### src/rtl/dtap_pkg.sv
package dtap_pkg;
  typedef enum logic [3:0] {
    S_TLR, S_RTI, S_SEL_DR, S_CAP_DR, S_SH_DR, S_EX1_DR, S_PAU_DR, S_EX2_DR, S_UPD_DR,
    S_SEL_IR, S_CAP_IR, S_SH_IR, S_EX1_IR, S_PAU_IR, S_EX2_IR, S_UPD_IR
  } tap_state_e;

  localparam int unsigned IR_W = 4;
  localparam logic [IR_W-1:0] INS_BYPASS = 4'b1111;
  localparam logic [IR_W-1:0] INS_IDCODE = 4'b0001;
  localparam logic [IR_W-1:0] INS_USER   = 4'b0010;
  localparam logic [IR_W-1:0] IR_CAPTURE = 4'b0001;

  typedef enum logic [1:0] {DR_BYP, DR_ID, DR_USR} dr_sel_e;
endpackage

### src/rtl/dtap_fsm.sv
module dtap_fsm
  import dtap_pkg::*;
(
  input  logic       tck_i,
  input  logic       rst_ni,
  input  logic       tms_i,
  output tap_state_e state_o
);
  tap_state_e state_q, state_d;

  always_comb begin
    state_d = state_q;
    unique case (state_q)
      S_TLR:    state_d = tms_i ? S_TLR    : S_RTI;
      S_RTI:    state_d = tms_i ? S_SEL_DR : S_RTI;
      S_SEL_DR: state_d = tms_i ? S_SEL_IR : S_CAP_DR;
      S_CAP_DR: state_d = tms_i ? S_EX1_DR : S_SH_DR;
      S_SH_DR:  state_d = tms_i ? S_EX1_DR : S_SH_DR;
      S_EX1_DR: state_d = tms_i ? S_UPD_DR : S_PAU_DR;
      S_PAU_DR: state_d = tms_i ? S_EX2_DR : S_PAU_DR;
      S_EX2_DR: state_d = tms_i ? S_UPD_DR : S_SH_DR;
      S_UPD_DR: state_d = tms_i ? S_SEL_DR : S_RTI;
      S_SEL_IR: state_d = tms_i ? S_TLR    : S_CAP_IR;
      S_CAP_IR: state_d = tms_i ? S_EX1_IR : S_SH_IR;
      S_SH_IR:  state_d = tms_i ? S_EX1_IR : S_SH_IR;
      S_EX1_IR: state_d = tms_i ? S_UPD_IR : S_PAU_IR;
      S_PAU_IR: state_d = tms_i ? S_EX2_IR : S_PAU_IR;
      S_EX2_IR: state_d = tms_i ? S_UPD_IR : S_SH_IR;
      S_UPD_IR: state_d = tms_i ? S_SEL_DR : S_RTI;
      default:  state_d = S_TLR;
    endcase
  end

  always_ff @(posedge tck_i or negedge rst_ni) begin
    if (!rst_ni) state_q <= S_TLR;
    else         state_q <= state_d;
  end

  assign state_o = state_q;
endmodule

### src/rtl/dtap_ir.sv
module dtap_ir
  import dtap_pkg::*;
(
  input  logic            tck_i,
  input  logic            rst_ni,
  input  tap_state_e      state_i,
  input  logic            tdi_i,
  output logic [IR_W-1:0] ir_sr_o,
  output logic [IR_W-1:0] ir_o
);
  logic [IR_W-1:0] sr_q, ir_q;

  always_ff @(posedge tck_i or negedge rst_ni) begin
    if (!rst_ni) begin
      sr_q <= IR_CAPTURE;
      ir_q <= INS_IDCODE;
    end else begin
      unique case (state_i)
        S_TLR:    ir_q <= INS_IDCODE;
        S_CAP_IR: sr_q <= IR_CAPTURE;
        S_SH_IR:  sr_q <= {tdi_i, sr_q[IR_W-1:1]};
        S_UPD_IR: ir_q <= sr_q;
        default: ;
      endcase
    end
  end

  assign ir_sr_o = sr_q;
  assign ir_o    = ir_q;
endmodule

### src/rtl/dtap_dr.sv
module dtap_dr
  import dtap_pkg::*;
#(
  parameter logic [31:0] ID_VALUE = 32'h1A5C_E0F3,
  parameter int unsigned USER_W   = 8
) (
  input  logic              tck_i,
  input  logic              rst_ni,
  input  tap_state_e        state_i,
  input  logic [IR_W-1:0]   ir_i,
  input  logic              tdi_i,
  input  logic              stdi_i,
  output logic              dr_lsb_o,
  output logic [USER_W-1:0] user_o
);
  localparam int unsigned ID_W = 32;

  dr_sel_e           sel;
  logic              ser_in;
  logic              byp_q;
  logic [ID_W-1:0]   id_sr;
  logic [USER_W-1:0] usr_sr, usr_q;

  always_comb begin
    unique case (ir_i)
      INS_IDCODE: sel = DR_ID;
      INS_USER:   sel = DR_USR;
      default:    sel = DR_BYP;
    endcase
  end

  // user register stays on the die chain; bypass and ID take the package input
  assign ser_in = (sel == DR_USR) ? tdi_i : stdi_i;

  always_ff @(posedge tck_i or negedge rst_ni) begin
    if (!rst_ni) begin
      byp_q  <= 1'b0;
      id_sr  <= ID_VALUE;
      usr_sr <= '0;
      usr_q  <= '0;
    end else begin
      unique case (state_i)
        S_CAP_DR: begin
          unique case (sel)
            DR_ID:   id_sr  <= ID_VALUE;
            DR_USR:  usr_sr <= usr_q;
            default: byp_q  <= 1'b0;
          endcase
        end
        S_SH_DR: begin
          unique case (sel)
            DR_ID:   id_sr  <= {ser_in, id_sr[ID_W-1:1]};
            DR_USR:  usr_sr <= {ser_in, usr_sr[USER_W-1:1]};
            default: byp_q  <= ser_in;
          endcase
        end
        S_UPD_DR: if (sel == DR_USR) usr_q <= usr_sr;
        default: ;
      endcase
    end
  end

  always_comb begin
    unique case (sel)
      DR_ID:   dr_lsb_o = id_sr[0];
      DR_USR:  dr_lsb_o = usr_sr[0];
      default: dr_lsb_o = byp_q;
    endcase
  end

  assign user_o = usr_q;
endmodule

### src/rtl/dtap_por.sv
module dtap_por #(
  parameter int unsigned POR_CYCLES = 8
) (
  input  logic tck_i,
  input  logic rst_ni,
  output logic por_trst_no
);
  localparam int unsigned CNT_W = $clog2(POR_CYCLES + 1);
  localparam logic [CNT_W-1:0] CNT_MAX = CNT_W'(POR_CYCLES);

  logic [CNT_W-1:0] cnt_q;

  always_ff @(posedge tck_i or negedge rst_ni) begin
    if (!rst_ni)               cnt_q <= '0;
    else if (cnt_q != CNT_MAX) cnt_q <= cnt_q + 1'b1;
  end

  assign por_trst_no = (cnt_q == CNT_MAX);
endmodule

### src/rtl/dtap_top.sv
module dtap_top
  import dtap_pkg::*;
#(
  parameter logic [31:0] ID_VALUE   = 32'h1A5C_E0F3,
  parameter int unsigned USER_W     = 8,
  parameter int unsigned POR_CYCLES = 8
) (
  input  logic              tck_i,
  input  logic              rst_ni,
  input  logic              trst_ni,
  input  logic              tms_i,
  input  logic              tdi_i,
  input  logic              stdi_i,
  output logic              tdo_o,
  output logic              tdo_en_o,
  output logic [USER_W-1:0] user_dr_o,
  output logic              por_trst_no
);
  logic            tap_rst_n;
  tap_state_e      state;
  logic [IR_W-1:0] ir_sr, ir_q;
  logic            dr_lsb;
  logic            tdo_q, tdo_en_q;

  assign tap_rst_n = rst_ni & trst_ni;

  dtap_fsm i_fsm (
    .tck_i(tck_i), .rst_ni(tap_rst_n), .tms_i(tms_i), .state_o(state)
  );

  dtap_ir i_ir (
    .tck_i(tck_i), .rst_ni(tap_rst_n), .state_i(state), .tdi_i(tdi_i),
    .ir_sr_o(ir_sr), .ir_o(ir_q)
  );

  dtap_dr #(.ID_VALUE(ID_VALUE), .USER_W(USER_W)) i_dr (
    .tck_i(tck_i), .rst_ni(tap_rst_n), .state_i(state), .ir_i(ir_q),
    .tdi_i(tdi_i), .stdi_i(stdi_i), .dr_lsb_o(dr_lsb), .user_o(user_dr_o)
  );

  dtap_por #(.POR_CYCLES(POR_CYCLES)) i_por (
    .tck_i(tck_i), .rst_ni(rst_ni), .por_trst_no(por_trst_no)
  );

  always_ff @(negedge tck_i or negedge tap_rst_n) begin
    if (!tap_rst_n) begin
      tdo_q    <= 1'b0;
      tdo_en_q <= 1'b0;
    end else begin
      tdo_q    <= (state == S_SH_IR) ? ir_sr[0] : dr_lsb;
      tdo_en_q <= (state == S_SH_IR) || (state == S_SH_DR);
    end
  end

  assign tdo_o    = tdo_q;
  assign tdo_en_o = tdo_en_q;
endmodule

### config.mk
export PLATFORM = sky130hd
export DESIGN_NAME = dtap_top
export DESIGN_NICKNAME = d
export VERILOG_FILES = /design/src/rtl/dtap_pkg.sv /design/src/rtl/dtap_fsm.sv /design/src/rtl/dtap_ir.sv /design/src/rtl/dtap_dr.sv /design/src/rtl/dtap_por.sv /design/src/rtl/dtap_top.sv
export SDC_FILE = /design/constraint.sdc
export NUM_CORES = 1
export LEC_CHECK = 0
export BUFFER_PORTS_ARGS = -buffer_cell sky130_fd_sc_hd__buf_2
export CAP_MARGIN = 0
export CORE_MARGIN = 2
export CORE_UTILIZATION = 65
export DETAILED_ROUTE_END_ITERATION = 8
export PLACE_DENSITY = 0.84
export SLEW_MARGIN = 20
export SYNTH_ARGS = -nofsm -noshare
export SYNTH_HDL_FRONTEND = slang
export SYNTH_HIERARCHICAL = 1
export SYNTH_SLANG_ARGS = --single-unit
### constraint.sdc
create_clock -name tck_i -period 6.02 [get_ports tck_i]
set_input_delay 1.204 -clock tck_i [delete_from_list [all_inputs] [get_ports tck_i]]
set_output_delay 1.204 -clock tck_i [all_outputs]
set_load 0.005 [all_outputs]
==> results of run 1 <==
[worst paths after layout]
check                      cells after the start              to      startpoint
max in group asynchronous                      2           tdo_o          rst_ni
hold / removal                                 1  i_dr/id_sr[10]  i_dr/id_sr[11]
min in group asynchronous                      1  i_por/cnt_q[0]          rst_ni
setup reg to reg                               6           tdo_o    i_ir/ir_o[0]
hold reg to reg                                1  i_dr/id_sr[10]  i_dr/id_sr[11]
setup / recovery                               1        tdo_en_o        tdo_en_o
[metrics by stage]
step / instance area, µm² / hold WS, ps / worst slack, ps / instances
2_1_floorplan: 3080 / 461 / 23.7 / 237
3_3_place_gp: 3170 / 471 / 1130 / 299
3_5_place_dp: 3170 / 482 / 1060 / 299
4_1_cts: 3430 / 500 / 994 / 315
5_1_grt: 3430 / 521 / 923 / 315
6_report: 3430 / 498 / 1010 / 315
[cell type report]
| class | count | share of cell area [%] |
|---|---|---|
| clock buffers | 11 | 4.41 |
| clock inverters | 5 | 3.13 |
| inverters | 9 | 0.984 |
| multi-input cells | 152 | 37.5 |
| flip-flops and latches | 67 | 49.5 |
| well taps | 54 | 1.97 |
| repair buffers | 17 | 2.55 |
[cell usage after synthesis (4+ instances only)]
library cell	number
dfrtp_1	47
dfstp_2	18
mux2_2	18
a22o_1	16
o22a_1	16
nand2_1	12
a21oi_1	10
inv_1	9
mux2_4	9
o21ai_0	8
nor2_1	5
ha_1	4
o22ai_1	4
[power by group]
| group | leakage (nW) | switching, mW | internal, mW |
|---|---|---|---|
| Sequential | 0.841 | 0.157 | 0.631 |
| Clock | 0.130 | 0.169 | 0.300 |
| Combinational | 0.623 | 0.260 | 0.280 |
| Total | 1.59 | 0.586 | 1.21 |
[metal layers]
layer	global-route usage, %	vias to the layer above	part of all wire (%)	wire length [µm]
met4	11.3	0	1.6	81
met2	28.4	26	44	2200
li1	-	920	-	-
met5	0	-	0	0
met1	33.5	950	51	2550
met3	5.39	8	3.1	156
[sequential cells by signal (all words and copies together), names as in the netlist]
signal / cells
i_dr/byp_q: 1
i_dr/id_sr: 32
i_dr/user_o: 8
i_dr/usr_sr: 8
i_ir/ir_o: 4
i_ir/ir_sr_o: 4
tdo_o: 1
i_por/cnt_q: 4
i_fsm/state_o: 4
tdo_en_o: 1
[cell families (layout without fill, tap and decap cells)]
logic type | count (synthesis) | count (layout) | synth area share [%]
xor+xnor | 2 | 2 | 0.569
fa+ha+maj | 4 | 4 | 1.62
buf+inv | 18 | 42 | 3.25
mux | 28 | 28 | 11.3
flops | 67 | 67 | 55.1
compound gates | 66 | 66 | 16.6
simple gates | 52 | 52 | 11.6
==> key figures, run 1 <==
Run status
  – Outcome: finished clean

Synthesis
  – Synthesized Nets: 247
  – Synth Cell Area: 0.00308 mm²
  – Mapped Cells: 237
  – Syn Area/Cell: 13.0 µm²
  – #FFs+latches synth: 67
  – Ys Warns: 6
  – EDFF count, synth: 0
  – Top cell type's share of synthesized area: 38.2%
  – Synth area leaders: dfrtp_1 38%, dfstp_2 15%, mux2_2 6.6%
  – Seq/Total Area, Yosys: 55.1%
  – Predominant post-synthesis flop cell: dfrtp_1
  – Async SR Flop Fraction: between 90% and 100%
  – Cell accounting for the most synthesized area: dfrtp_1
  – Library cells used by synthesis: 56

STA
  – Max-slew headroom: 48.9%
  – Fin. max-slew vios: 0
  – Worst slew pin tran: 766 ps
  – Final hold vios: 0
  – RSZ-0062 raised after global routing: false
  – Final clock skew: approximately 13 ps
  – Post-Route Setup TNS: 0 ps
  – Setup violators final: 0

Floorplan
  – Row cnt: 25
  – # IOs: 17
  – Starting Density: 66.1%
  – CORE AREA: around 0.0047 mm²
  – Die ar.: 0.00531 mm²
  – Die height: 72.9 µm
  – Die X-Extent: 72.9 µm

Run
  – Max-cap viol count: 0

Global route
  – Vias in the first global route: 1,802
  – Grt ovf: 0
  – Initial antenna violation count: 0
  – Largest net degree at the start of global routing: 62
  – First-pass GRT wire length: ~8700 µm
  – All-Layer GR Usage: a little over a fifth

Pwr
  – Maximum vdd ir drop: 0.305 mV
  – Pwr Density: 523 mW/mm²
  – LEAKAGE: 1.59 nW
  – Power Total: 1.80 mW

Setup path
  – Slowest stage delay, CP: 380 ps
  – Worst Path Buf+Inv: 1
  – Crit end category: output pin
  – Worst-path cell chain: buf_2
  – Critical path startpoint category: flop
  – Critical path peak fanout: 1
  – Critical path's top delay family: flip-flops
  – Crit Path Class: reg2out
  – Data required time of the critical path: 4820 ps
  – R2R setup slack: approximately 1000 ps
  – Worst path slowest cell: dfrtn_1
  – Worst EP arrival: roughly 3800 ps

Layout
  – Most frequent cells in the layout: 47 x dfrtp_1, 18 x mux2_2, 18 x dfstp_2
  – Most common cell after layout, fill and taps aside: dfrtp_1
  – FF+latch area: between 0.0015 and 0.002 mm²
  – Area growth, synth to finish: 11.4%
  – Fraction of layout cells with a size suffix above 1: a little over a third
  – Fill cell count: 319
  – Fin util: 73.7%
  – Layout net count: 266
  – Multi-input logic area: 0.00129 mm²
  – # diodes: 0

Route
  – Via count: 1,904
  – First DRT Iteration DRCs: 137
  – Final WL: 4990 µm
  – WL/cell: 15.8 µm
  – DR pass1 iterations: 4
  – Remaining DRCs: 0
  – Vias/cell: 6.04
  – Antenna viol nets, final: 0

CTS
  – H-tree Lvls: 3
  – Clock Path Buffers: 2
  – Total CTS buffers: 9
  – Post-cts gate resize count: 0
  – Clock Root Buffer: clkbuf_8
  – Hold_buf cts: 0
  – TritonCTS clock tree: built
  – Clock tree sinks: 67
  – CTS clk-pin slew, worst paths: 70 ps
  – Setup bufs post-CTS: 0
  – Skew-Pair Late Insertion Delay: between 300 and 400 ps

Placement
  – DP Wirelength: 3140 µm
  – RD Place Congestion: 0.866
  – Port Buffer Count: 16

Min path
  – Worst min-delay path category: reg2reg
Power figures use the tool's default switching activity.
==> run 2, diff against run 1 <==
--- a/config.mk
+++ b/config.mk
@@ -8,9 +8,9 @@
 export BUFFER_PORTS_ARGS = -buffer_cell sky130_fd_sc_hd__buf_2
 export CAP_MARGIN = 0
 export CORE_MARGIN = 2
-export CORE_UTILIZATION = 65
+export CORE_UTILIZATION = 60
 export DETAILED_ROUTE_END_ITERATION = 8
-export PLACE_DENSITY = 0.84
+export PLACE_DENSITY = 0.79
 export SLEW_MARGIN = 20
 export SYNTH_ARGS = -nofsm -noshare
 export SYNTH_HDL_FRONTEND = slang
==> constraint.sdc (replaced) <==
create_clock -name tck_i -period 5.1 [get_ports tck_i]
set_input_delay 1.02 -clock tck_i [delete_from_list [all_inputs] [get_ports tck_i]]
set_output_delay 1.02 -clock tck_i [all_outputs]
set_load 0.005 [all_outputs]
==> run 2 against run 1 <==
Net effect:
- flip-flop and latch count is the same
- critical path depth is 5 higher
- sequential share of layout area increased by 0.25 points
- clock power decreased by 4.7%
- cell count is 5.7% higher
- setup slack worse by 400 ps
- clock skew up 1.5 ps
- global-route usage decreased by 1.2 points
- routed wire length rose by 1.6%
- via count rose by 0.68%
- first-iteration DRC count down 33%
- critical path type is now reg2reg
- highest routed layer unchanged
==> key figures, run 2 (synthesized netlist as in run 1, its figures left out) <==
Run status
  – Outcome: finished clean

CTS
  – H-tree Lvls: 3
  – Skew-Pair Late Insertion Delay: ~340 ps
  – Clock Root Buffer: clkbuf_8
  – Clock Path Buffers: 2
  – Clock tree sinks: 67
  – TritonCTS clock tree: built
  – Total CTS buffers: 9
  – Hold_buf cts: 0
  – CTS clk-pin slew, worst paths: 60 ps
  – Setup bufs post-CTS: 0
  – Post-cts gate resize count: 0

Layout
  – Fraction of layout cells with a size suffix above 1: 34.6%
  – Area growth, synth to finish: 10.9%
  – Most frequent cells in the layout: 47 x dfrtp_1, 18 x mux2_2, 18 x dfstp_2
  – Max reg flops: 32
  – # diodes: 0
  – Most common cell after layout, fill and taps aside: dfrtp_1
  – Top reg by flops: i_dr/id_sr
  – FF+latch area: 0.00170 mm²
  – Post-Layout Cell Count: 333
  – Fill cell count: ~360
  – Multi-input logic area: 0.00129 mm²
  – Layout net count: 268

Route
  – Antenna viol nets, final: 0
  – First DRT Iteration DRCs: 92
  – DR pass1 iterations: 5
  – Final WL: approximately 5000 µm
  – Via count: between 1,500 and 2,000
  – Vias/cell: between 5 and 6
  – Remaining DRCs: 0
  – WL/cell: 15.2 µm

Pwr
  – Maximum vdd ir drop: between 0.3 and 0.4 mV
  – Pwr Density: 593 mW/mm²
  – LEAKAGE: 1.58 nW

Placement
  – Port Buffer Count: 16
  – DP Wirelength: 3350 µm
  – RD Place Congestion: roughly 0.77
  – Inst Count DP: 317

Floorplan
  – Starting Density: 61.1%
  – CORE AREA: 0.00504 mm²
  – Die X-Extent: roughly 76 µm
  – Die height: 75.7 µm
  – # IOs: 17
  – Row cnt: 26
  – Die ar.: 0.00573 mm²

STA
  – Final clock skew: 14.7 ps
  – Post-Route Setup TNS: 0 ps
  – Fin. max-slew vios: 0
  – Setup violators final: 0
  – RSZ-0062 raised after global routing: false
  – Final hold vios: 0
  – Max-slew headroom: 51.0%
  – Worst slew pin tran: between 700 and 800 ps

Setup path
  – Crit end category: flop
  – Critical path peak fanout: 4
  – Crit Path Class: reg2reg
  – Data required time of the critical path: 2720 ps
  – R2R Path Start: i_ir/ir_o[0]
  – Worst EP arrival: 2110 ps
  – Worst Setup SP: i_ir/ir_o[0]
  – Critical path startpoint category: flop

Min path
  – Worst min-delay path category: in2async

Global route
  – Largest net degree at the start of global routing: 60
  – Grt ovf: 0
  – All-Layer GR Usage: 20.6%
  – Vias in the first global route: 1,841
  – First-pass GRT wire length: about 8600 µm
  – Initial antenna violation count: 0

Run
  – Max-cap viol count: 0
## run 2: path summary, 6_finish.rpt
path,cells after the start,endpoint,slack [ps]
setup / recovery,6,tdo_o,610
max in group asynchronous,2,tdo_en_o,1750
min in group tck_i,1,i_dr/id_sr[22],490
setup reg to reg,6,tdo_o,610
hold reg to reg,1,i_dr/id_sr[22],490
hold / removal,1,i_por/cnt_q[3],480
## run 2: per-stage QoR
| step | total power, mW | setup slack, ps | hold slack [ps] | area [µm²] | util [%] |
|---|---|---|---|---|---|
| after floorplan | 1.46 | 671 | 461 | 3080 | - |
| after global placement | 1.55 | 670 | 471 | 3210 | 63.6 |
| after detailed placement | 1.59 | 614 | 481 | 3210 | 63.6 |
| after CTS | 2.04 | 583 | 456 | 3410 | 67.7 |
| after global routing | 2.17 | 533 | 462 | 3420 | 67.8 |
| final | 2.03 | 607 | 477 | 3420 | 67.8 |
## run 2: layer usage
metal | routed length (µm) | vias up | track usage [%] | part of all wire, %
met4 | 68 | 0 | 8.19 | 1.3
met1 | 2340 | 959 | 26.4 | 46
met2 | 2470 | 24 | 31.4 | 49
met3 | 189 | 7 | 8.20 | 3.7
met5 | 0 | - | 0 | 0
li1 | - | 927 | - | -
## run 2: final cells by class
type	instances	area share, %
flip-flops and latches	67	49.7
repair buffers	19	3.00
well taps	70	2.56
clock inverters	1	0.879
clock buffers	15	5.16
multi-input cells	152	37.7
inverters	9	0.989
## run 2: power by group
group | total, mW | internal [mW] | switching, mW
combinational | 0.693 | 0.340 | 0.353
clock | 0.447 | 0.267 | 0.180
sequential | 0.887 | 0.747 | 0.140
## run 2: worst max-delay path, stage by stage, from the launching register on
cell	delay [ps]
dfstp_2	530
nor4b_1	360
inv_1	90
ha_1	250
a22oi_1	180
o21ai_0	90
mux2_2	270
==> run 3, diff against run 2 <==
--- a/config.mk
+++ b/config.mk
@@ -10,9 +10,9 @@
 export CORE_MARGIN = 2
 export CORE_UTILIZATION = 60
 export DETAILED_ROUTE_END_ITERATION = 8
+export HOLD_SLACK_MARGIN = 0.05
 export PLACE_DENSITY = 0.79
 export SLEW_MARGIN = 20
 export SYNTH_ARGS = -nofsm -noshare
 export SYNTH_HDL_FRONTEND = slang
-export SYNTH_HIERARCHICAL = 1
 export SYNTH_SLANG_ARGS = --single-unit
==> run 3 against run 2 <==
Net effect:
- synthesized cell count down 1.7%
- setup slack worse by 89 ps
- clock power shrank 4%
- sequential share of layout area rose by 2.7 points
- flip-flop and latch count did not move
- global-route usage is 0.092 points higher
==> key figures, run 3 <==
Run status
  – Outcome: finished clean

Global route
  – Initial antenna violation count: 0
  – First-pass GRT wire length: 8530 µm
  – Met2 Usage GRT: 29.4%
  – GRT busiest layer: met1
  – All-Layer GR Usage: 20.7%
  – Largest net degree at the start of global routing: 48
  – Grt ovf: 0
  – Vias in the first global route: 1,806
  – M3 GR Usage: about 4.5%
  – Met1 usage: between 30% and 40%

Pwr
  – Power Total: about 1.9 mW
  – LEAKAGE: 1.50 nW
  – Maximum vdd ir drop: around 0.34 mV
  – Pwr Density: 573 mW/mm²

STA
  – Worst slew pin tran: around 680 ps
  – Post-Route Setup TNS: 0 ps
  – Setup violators final: 0
  – Final worst slack: 518 ps
  – Final hold vios: 0
  – Fin. max-slew vios: 0
  – Final clock skew: 8.45 ps
  – Max-slew headroom: 55.0%
  – RSZ-0062 raised after global routing: false

Setup path
  – Worst Setup SP: i_ir.ir_o[0]
  – Worst Path Buf+Inv: 1
  – Worst-path cell chain: nor4b_1, inv_1, ha_1, a22oi_1, o21ai_0, mux2_2
  – R2R Path Start: i_ir.ir_o[0]
  – Critical path startpoint category: flop
  – Crit end category: flop
  – Data required time of the critical path: 2720 ps
  – Slowest stage delay, CP: about 550 ps
  – Crit Path Class: reg2reg
  – Critical path's top delay family: flip-flops
  – Critical path peak fanout: 4
  – Worst EP arrival: 2200 ps
  – Worst path slowest cell: dfstp_2

Synthesis
  – Mux cell area share after synthesis: 10.3%
  – Top cell type's share of synthesized area: 39.7%
  – Async SR Flop Fraction: 100%
  – Predominant post-synthesis flop cell: dfrtp_1
  – Count leader, synth: dfrtp_1
  – Ys Warns: 0
  – Syn Area/Cell: 12.7 µm²
  – Post-Synth Simple-Gate Area: under 10%
  – Synth Area in Compound Gates: 16.2%
  – EDFF count, synth: 0
  – #FFs+latches synth: 67
  – Commonest cells post-synth: 47 x dfrtp_1, 26 x mux2_2, 18 x dfstp_2, 16 x a22o_1, 16 x o22a_1
  – XOR/XNOR share of the synthesized area: 1.18%
  – Mapped Cells: 233
  – Synth area leaders: dfrtp_1 40%, dfstp_2 16%, mux2_2 9.9%
  – Seq/Total Area, Yosys: 57.4%
  – Largest family of logic cells by synthesized area: compound AO/OA/AOI/OAI gates
  – Synth Area in Adders: under 10%
  – Synthesized Nets: between 200 and 250
  – Cell accounting for the most synthesized area: dfrtp_1
  – Library cells used by synthesis: 47
  – Synth Cell Area: 0.00296 mm²

Layout
  – # diodes: 0
  – Most common cell after layout, fill and taps aside: dfrtp_1
  – Most frequent cells in the layout: 47 x dfrtp_1, 26 x mux2_2, 18 x dfstp_2
  – Area growth, synth to finish: 9.60%
  – Layout net count: ~260
  – Max reg flops: 32
  – Fill cell count: 370
  – Fraction of layout cells with a size suffix above 1: 34.5%
  – Fin util: 68.2%
  – Top reg by flops: i_dr.id_sr

CTS
  – Skew-Pair Late Insertion Delay: 320 ps
  – CTS clk-pin slew, worst paths: approximately 70 ps
  – TritonCTS clock tree: built
  – Clock Root Buffer: clkbuf_8
  – Hold_buf cts: 0
  – Post-cts gate resize count: 0
  – H-tree Lvls: 3
  – Clock Path Buffers: 2
  – Setup bufs post-CTS: 0
  – Total CTS buffers: 9
  – Clock tree sinks: 67

Route
  – Remaining DRCs: 0
  – Final WL: 4890 µm
  – WL/cell: 15.3 µm
  – Vias/cell: 5.84
  – Antenna viol nets, final: 0
  – DR pass1 iterations: 4
  – Via count: between 1,500 and 2,000
  – First DRT Iteration DRCs: 163

Floorplan
  – Row cnt: 25
  – CORE AREA: 0.00475 mm²
  – # IOs: 17
  – Die ar.: 0.00551 mm²
  – Starting Density: 62.2%
  – Die height: 74.2 µm
  – Die X-Extent: 74.2 µm

Placement
  – RD Place Congestion: 0.789
  – Port Buffer Count: 16
  – DP Wirelength: 3210 µm
  – Pre-CTS setup slack: between 500 and 600 ps

Min path
  – Worst min-delay path category: in2async

Run
  – Max-cap viol count: 0
==> run 3: final cells by class <==
type	instances	area, µm²	share of cell area (%)
clock buffer	11	141	4.36
clock inverter	5	52.6	1.62
inverter	7	26.3	0.810
multi-input combinational	143	1140	35.1
sequential	67	1700	52.4
tap	67	83.8	2.58
timing repair buffer	19	103	3.16
==> run 3: worst paths after layout <==
check | endpoint | slack [ps] | depth (start not counted)
min in group tck_i | i_dr.byp_q | 500 | 1
worst min register to register | i_dr.byp_q | 500 | 1
max in group asynchronous | tdo_o | 1780 | 2
worst min-delay path | i_por.cnt_q[2] | 490 | 1
worst max register to register | tdo_o | 520 | 6
worst max-delay path | tdo_o | 520 | 6
==> run 3: report_power, final <==
part / leakage (nW) / switching, mW / total [mW] / internal (mW)
combinational: 0.559 / 0.258 / 0.529 / 0.270
sequential: 0.842 / 0.166 / 0.899 / 0.734
clock: 0.0991 / 0.192 / 0.429 / 0.237
==> run 3: through the flow <==
stage / cell area (µm²) / instances / hold WS [ps]
3_5_place_dp: 3050 / 303 / 485
2_1_floorplan: 2960 / 233 / 445
3_3_place_gp: 3050 / 303 / 460
6_report: 3240 / 319 / 485
5_1_grt: 3240 / 319 / 480
4_1_cts: 3240 / 319 / 476
==> run 3: logic make-up (layout without fill, tap and decap cells) <==
kind of cell	count (synthesis)	count (layout)
fa+ha+maj	4	4
simple gates	46	46
buf+inv	23	42
mux	27	27
compound gates	62	62
flops	67	67
xor+xnor	4	4
==> run 3: metal layers <==
layer,vias up,wire [µm]
li1,889,-
met1,937,2440
met2,28,2200
met3,10,143
met4,0,106
met5,-,0
==> run 3: worst reg2reg max path: cells and delay by family (launching register included) <==
kind	cells	cell delay, ps
flops	1	550
simple gates	1	440
buf+inv	1	90
fa+ha+maj	1	270
mux	1	250
compound gates	2	270
